File: config.mk
export PLATFORM = sky130hd
export DESIGN_NAME = guarded_byte_store
export DESIGN_NICKNAME = d
export VERILOG_FILES = /design/src/rtl/gbs_pkg.sv /design/src/rtl/gbs_unlock.sv /design/src/rtl/gbs_timer.sv /design/src/rtl/gbs_store.sv /design/src/rtl/guarded_byte_store.sv
export SDC_FILE = /design/constraint.sdc
export NUM_CORES = 1
export LEC_CHECK = 0
export ABC_AREA = 1
export BUFFER_PORTS_ARGS = -buffer_cell sky130_fd_sc_hd__buf_2
export CAP_MARGIN = 20
export CELL_PAD_IN_SITES_DETAIL_PLACEMENT = 1
export CELL_PAD_IN_SITES_GLOBAL_PLACEMENT = 1
export CORE_MARGIN = 2
export CORE_UTILIZATION = 40
export DETAILED_ROUTE_END_ITERATION = 7
export GPL_TIMING_DRIVEN = 0
export HOLD_SLACK_MARGIN = 0.08
export PLACE_DENSITY_LB_ADDON = 0.1
export SYNTH_ARGS = -nofsm -noshare
export SYNTH_HDL_FRONTEND = slang
export SYNTH_SLANG_ARGS = --single-unit
File: constraint.sdc
create_clock -name clk -period 2.4 [get_ports clk]
set_input_delay 0.48 -clock clk [delete_from_list [all_inputs] [get_ports clk]]
set_output_delay 0.48 -clock clk [all_outputs]
set_load 0.02 [all_outputs]
File: src/rtl/gbs_pkg.sv
package gbs_pkg;
  typedef enum logic [1:0] {
    KEY_IDLE  = 2'd0,
    KEY_HALF  = 2'd1,
    KEY_ARMED = 2'd2
  } key_state_t;

  localparam logic [1:0] OFS_ADDR = 2'd0;
  localparam logic [1:0] OFS_DATA = 2'd1;
  localparam logic [1:0] OFS_CTRL = 2'd2;
  localparam logic [1:0] OFS_KEY  = 2'd3;

  localparam int CB_RD   = 0;
  localparam int CB_WR   = 1;
  localparam int CB_WEN  = 2;
  localparam int CB_DONE = 3;
  localparam int CB_IE   = 4;
  localparam int CB_SEL  = 7;

  localparam logic [7:0] KEY_FIRST  = 8'h55;
  localparam logic [7:0] KEY_SECOND = 8'hAA;
endpackage

File: src/rtl/gbs_unlock.sv
module gbs_unlock
  import gbs_pkg::*;
(
  input  logic       clk,
  input  logic       rst_n,
  input  logic       bus_we,
  input  logic       to_key,
  input  logic [7:0] bus_wdata,
  output logic       armed
);
  key_state_t state_q, state_d;

  always_comb begin
    state_d = state_q;
    if (bus_we) begin
      state_d = KEY_IDLE;
      if (to_key) begin
        unique case (state_q)
          KEY_IDLE: if (bus_wdata == KEY_FIRST)  state_d = KEY_HALF;
          KEY_HALF: if (bus_wdata == KEY_SECOND) state_d = KEY_ARMED;
          default:  state_d = KEY_IDLE;
        endcase
      end
    end
  end

  always_ff @(posedge clk or negedge rst_n) begin
    if (!rst_n) state_q <= KEY_IDLE;
    else        state_q <= state_d;
  end

  assign armed = (state_q == KEY_ARMED);

  assert_armed_after_half_R4: assert property (@(posedge clk) disable iff (!rst_n)
    $rose(armed) |-> $past(state_q == KEY_HALF));
endmodule

File: src/rtl/gbs_timer.sv
module gbs_timer #(
  parameter int CYCLES = 16
) (
  input  logic clk,
  input  logic rst_n,
  input  logic start,
  output logic busy,
  output logic finish
);
  localparam int CNT_W = $clog2(CYCLES + 1);

  logic [CNT_W-1:0] cnt_q;

  assign finish = busy && (cnt_q == CNT_W'(1));

  always_ff @(posedge clk or negedge rst_n) begin
    if (!rst_n) begin
      busy  <= 1'b0;
      cnt_q <= '0;
    end else if (start && !busy) begin
      busy  <= 1'b1;
      cnt_q <= CNT_W'(CYCLES);
    end else if (finish) begin
      busy  <= 1'b0;
      cnt_q <= '0;
    end else if (busy) begin
      cnt_q <= cnt_q - CNT_W'(1);
    end
  end

  assert_count_live_R8: assert property (@(posedge clk) disable iff (!rst_n)
    busy |-> (cnt_q != '0));
endmodule

File: src/rtl/gbs_store.sv
module gbs_store #(
  parameter int ADDR_W = 6
) (
  input  logic              clk,
  input  logic              rst_n,
  input  logic              we,
  input  logic [ADDR_W-1:0] addr,
  input  logic [7:0]        wdata,
  output logic [7:0]        rdata
);
  localparam int DEPTH = 1 << ADDR_W;

  logic [7:0] cells [DEPTH];

  always_ff @(posedge clk or negedge rst_n) begin
    if (!rst_n) begin
      for (int i = 0; i < DEPTH; i++) cells[i] <= 8'h00;
    end else if (we) begin
      cells[addr] <= wdata;
    end
  end

  assign rdata = cells[addr];
endmodule

File: src/rtl/guarded_byte_store.sv
module guarded_byte_store
  import gbs_pkg::*;
#(
  parameter int ADDR_W       = 6,
  parameter int WRITE_CYCLES = 16
) (
  input  logic       clk,
  input  logic       rst_n,
  input  logic [1:0] reg_addr,
  input  logic [7:0] reg_wdata,
  input  logic       reg_we,
  output logic [7:0] reg_rdata,
  output logic       irq
);
  logic [ADDR_W-1:0] addr_q;
  logic [7:0]        data_q;
  logic              rd_q, wen_q, done_q, ie_q, sel_q;
  logic              armed, busy, finish;
  logic [7:0]        cell_out;
  logic              unused_bits;

  wire ctrl_wr = reg_we && (reg_addr == OFS_CTRL);
  wire start   = ctrl_wr && reg_wdata[CB_WR] && !reg_wdata[CB_SEL]
                 && wen_q && armed && !busy;
  wire rd_go   = ctrl_wr && reg_wdata[CB_RD] && !reg_wdata[CB_SEL] && !busy;

  assign unused_bits = ^reg_wdata[6:5];

  gbs_unlock u_unlock (
    .clk(clk), .rst_n(rst_n), .bus_we(reg_we),
    .to_key(reg_addr == OFS_KEY), .bus_wdata(reg_wdata), .armed(armed)
  );

  gbs_timer #(.CYCLES(WRITE_CYCLES)) u_timer (
    .clk(clk), .rst_n(rst_n), .start(start), .busy(busy), .finish(finish)
  );

  gbs_store #(.ADDR_W(ADDR_W)) u_store (
    .clk(clk), .rst_n(rst_n), .we(finish), .addr(addr_q),
    .wdata(data_q), .rdata(cell_out)
  );

  always_ff @(posedge clk or negedge rst_n) begin
    if (!rst_n) begin
      addr_q <= '0;
      data_q <= 8'h00;
      rd_q   <= 1'b0;
      wen_q  <= 1'b0;
      done_q <= 1'b0;
      ie_q   <= 1'b0;
      sel_q  <= 1'b0;
    end else begin
      rd_q <= rd_go;
      if (reg_we && reg_addr == OFS_ADDR && !busy)
        addr_q <= reg_wdata[ADDR_W-1:0];
      if (rd_go)
        data_q <= cell_out;
      else if (reg_we && reg_addr == OFS_DATA && !busy)
        data_q <= reg_wdata;
      if (ctrl_wr) begin
        wen_q <= reg_wdata[CB_WEN];
        ie_q  <= reg_wdata[CB_IE];
        sel_q <= reg_wdata[CB_SEL];
      end
      if (finish)
        done_q <= 1'b1;
      else if (ctrl_wr && !reg_wdata[CB_DONE])
        done_q <= 1'b0;
    end
  end

  always_comb begin
    unique case (reg_addr)
      OFS_ADDR: reg_rdata = 8'(addr_q);
      OFS_DATA: reg_rdata = data_q;
      OFS_CTRL: reg_rdata = {sel_q, 2'b00, ie_q, done_q, wen_q, busy, rd_q};
      default:  reg_rdata = 8'h00;
    endcase
  end

  assign irq = done_q && ie_q;

  assert_start_needs_key_R4: assert property (@(posedge clk) disable iff (!rst_n)
    $rose(busy) |-> $past(armed));
  assert_start_needs_wen_R6: assert property (@(posedge clk) disable iff (!rst_n)
    $rose(busy) |-> $past(wen_q));
  assert_rd_self_clear_R2: assert property (@(posedge clk) disable iff (!rst_n)
    rd_q |=> !rd_q);
  assert_done_after_write_R8: assert property (@(posedge clk) disable iff (!rst_n)
    $rose(done_q) |-> $past(busy));
  assert_done_sticky_R9: assert property (@(posedge clk) disable iff (!rst_n)
    $fell(done_q) |-> $past(reg_we && reg_addr == OFS_CTRL && !reg_wdata[CB_DONE]));
  assert_frozen_during_write_R11: assert property (@(posedge clk) disable iff (!rst_n)
    (busy && $past(busy)) |-> ($stable(addr_q) && $stable(data_q)));
  assert_irq_low_without_done_R10: assert property (@(posedge clk) disable iff (!rst_n)
    !done_q |-> !irq);
endmodule

==> reports/qor.csv <==
metric,value,unit
grt_setup_unrepaired,true,
timing.final.crit_period,2.496,ns
grt_max_degree,117,
fp-row-count,93,
die-area,67520,um2
dr_total_vias,24640,
max_freq,400.6,MHz
crit_path_start_kind,flop,
cp-end-kind,flop,
grt_pass1_vias,25200,
synthAdderAreaFrac,0.0009557,
path_clk_slew,0.06,ns
maxSlewViolCount,0,
die_h,259.8,um
nets,3539,
cts_num_sinks,539,
synth_cells,3371,
synth-simple-area-share,0.2479,
die_width,259.8,um
drt-wirelength-per-cell,26.60,um
critPathKind,flop to flop,
syn_avg_cell_area,7.767,um2
io_buffers,21,
synth_top_family_by_area,simple AND/OR/NAND/NOR gates,
relSlewSlack,0.2735,
grt_overflow,0,
seq_area_frac_synth,0.5151,
p_total,24.08,mW
wirelength,117500,um
via_per_inst,5.578,
grt_use_total,0.3516,
syn-cell-area,26180,um2
clockBufferDepth,3,
firstDrtPassIters,5,
route.detailed.drc,0,
worst_pin_slew,1.090,ns
diodes,0,
layout-drive-gt1-share,0.1426,
cts-root-buf,clkbuf_16,
synth-xor-area-share,0.001004,
hold_class,input port to flop,
setup_violations,5,
io_pins,22,
ir_drop,0.5515,mV
cts_buffers,61,
antenna_found_initial,6,
min_period_over_period,1.040,
power_leakage,14.98,nW
drt-initial-drc-count,2115,
crit_arrival,3.03,ns
setup_slack,-0.09596,ns
hold_viol_final,0,
hold_depth,2,
grt_pass1_wl,171500,um
start_util,0.4054,
routabilityCongestion,0.9589,
outcome,"finished, violations left",
tns,-0.1645,ns
yosysWarnings,0,
cap_viol_max_count,0,
violations,setup timing,
muxShareOfSynthArea,0,
required,2.93,ns
syn_nets,3386,
clk_latency,0.65,ns
post-route-util,0.4825,
area_growth_syn_to_layout,19.00,%
p_per_area,772.9,nW/um2
rr_worst_depth,13,
cp_max_fo,10,
synth_compound_area_frac,0.1380,
dp_hpwl,83530,um
finalClockSkew,0.02090,ns
tritoncts,built,
ant_nets,0,
htree_num_levels,2,
dp_slack,-1.555,ns
yosysUniqueCellTypes,36,
ys_ff_latch,539,
core_area,64580,um2
kinds of logic after synthesis:
logic type / count (synthesis)
adder cells (fa/ha/maj): 2
flip-flops: 539
buffers and inverters: 628
AND/OR/NAND/NOR: 1524
XOR/XNOR: 3
AO/OA/AOI/OAI: 675
cell usage after synthesis, drive strengths merged:
library cell / instances / area share
a21oi: 8 / 0.0015
a221o: 1 / 0.00038
buf: 81 / 0.018
clkbuf: 129 / 0.018
clkinv: 3 / 0.00043
dfrtp: 539 / 0.52
ha: 2 / 0.00096
inv: 415 / 0.060
nand2: 1160 / 0.18
nand3: 177 / 0.034
nand4: 3 / 0.00072
nor2: 137 / 0.024
nor3: 11 / 0.0036
nor4: 7 / 0.0034
o211ai: 59 / 0.017
o21ai: 600 / 0.12
o221ai: 5 / 0.0017
o22ai: 2 / 0.00048
or2: 29 / 0.0069
xnor2: 1 / 0.00033
xor2: 2 / 0.00067
cell type report:
| cell class | count | area (um2) |
|---|---|---|
| Buffer | 205 | 1461 |
| Clock buffer | 89 | 1764 |
| Clock inverter | 13 | 97.59 |
| Fill cell | 7814 | 33420 |
| Inverter | 418 | 1587 |
| Multi-Input combinational cell | 2204 | 10480 |
| Sequential cell | 539 | 13490 |
| Tap cell | 855 | 1070 |
| Timing Repair Buffer | 95 | 1210 |
report_power, final:
part	internal, mW	leakage [nW]	total, mW	switching (mW)
logic	1.46	6.55	5.77	4.31
registers	9.15	7.50	9.21	0.0637
clock network	5.13	0.923	9.09	3.97
worst paths after layout:
kind	start	to	slack (ns)
worst max-delay path	addr_q[0]	data_q[0]	-0.1
worst min-delay path	reg_we	u_unlock.state_q[1]	0.11
worst max register to register	addr_q[0]	data_q[0]	-0.1
worst min register to register	u_store.cells[105]	u_store.cells[105]	0.48
max in group asynchronous	rst_n	u_store.cells[19]	0.45
min in group asynchronous	rst_n	u_store.cells[341]	0.37
cell usage in the layout (no fill, tap or decap), drive strengths merged:
cell type	count
nand2	1160
o21ai	600
dfrtp	539
inv	413
clkbuf	198
buf	190
nand3	177
nor2	137
o211ai	59
or2	29
clkinv	14
nor3	11
a21oi	8
nor4	7
o221ai	5
clkinvlp	3
nand4	3
xor2	2
ha	2
o22ai	2
a221o	1
xnor2	1
bufinv	1
dlygate4sd3	1
flip-flops by register name (all words and copies together) (netlist names):
signal and cells:
u_store.cells 512, addr_q 6, u_timer.busy 1, done_q 1, u_unlock.state_q 2, wen_q 1, sel_q 1, u_timer.cnt_q 5
data_q 8, ie_q 1, rd_q 1
layer usage:
metal  part of all wire  vias up  track usage  wire, um
met5                  0        -            0         0
met4              0.056        0       0.1782      6538
met1               0.42    12590       0.4740     49710
li1                   -    10890            -         -
met2               0.45      891       0.5465     52770
met3              0.072      276      0.05906      8512
worst max-delay path, cell delays in order (launching register included):
cell,delay [ns]
dfrtp_1,0.37
buf_6,0.16
buf_4,0.20
clkbuf_8,0.22
buf_8,0.18
nand2_1,0.07
nand3_1,0.11
nand2_1,0.13
o21ai_4,0.29
nand2_1,0.10
nor2_1,0.16
nand3_1,0.20
nand2_1,0.11
nand2_1,0.05
repair_timing:
action                                  in CTS  in global routing
hold buffers                                 1                  0
setup buffers                               27                 12
endpoints found under the setup margin     431                334
pin swaps                                    9                 15
hold endpoints to repair                   101                  0
gates resized for setup                    270                110
metrics by stage:
stage	area, um2	hold slack (ns)	instances
after global routing	31160	0.1315	4418
after global placement	27360	0.4592	4247
final	31160	0.1092	4418
after CTS	30820	0.1037	4407
after detailed placement	28000	0.4655	4281
after floorplan	26180	0.1844	3371
Note: power is estimated with default switching activity, not from simulation.
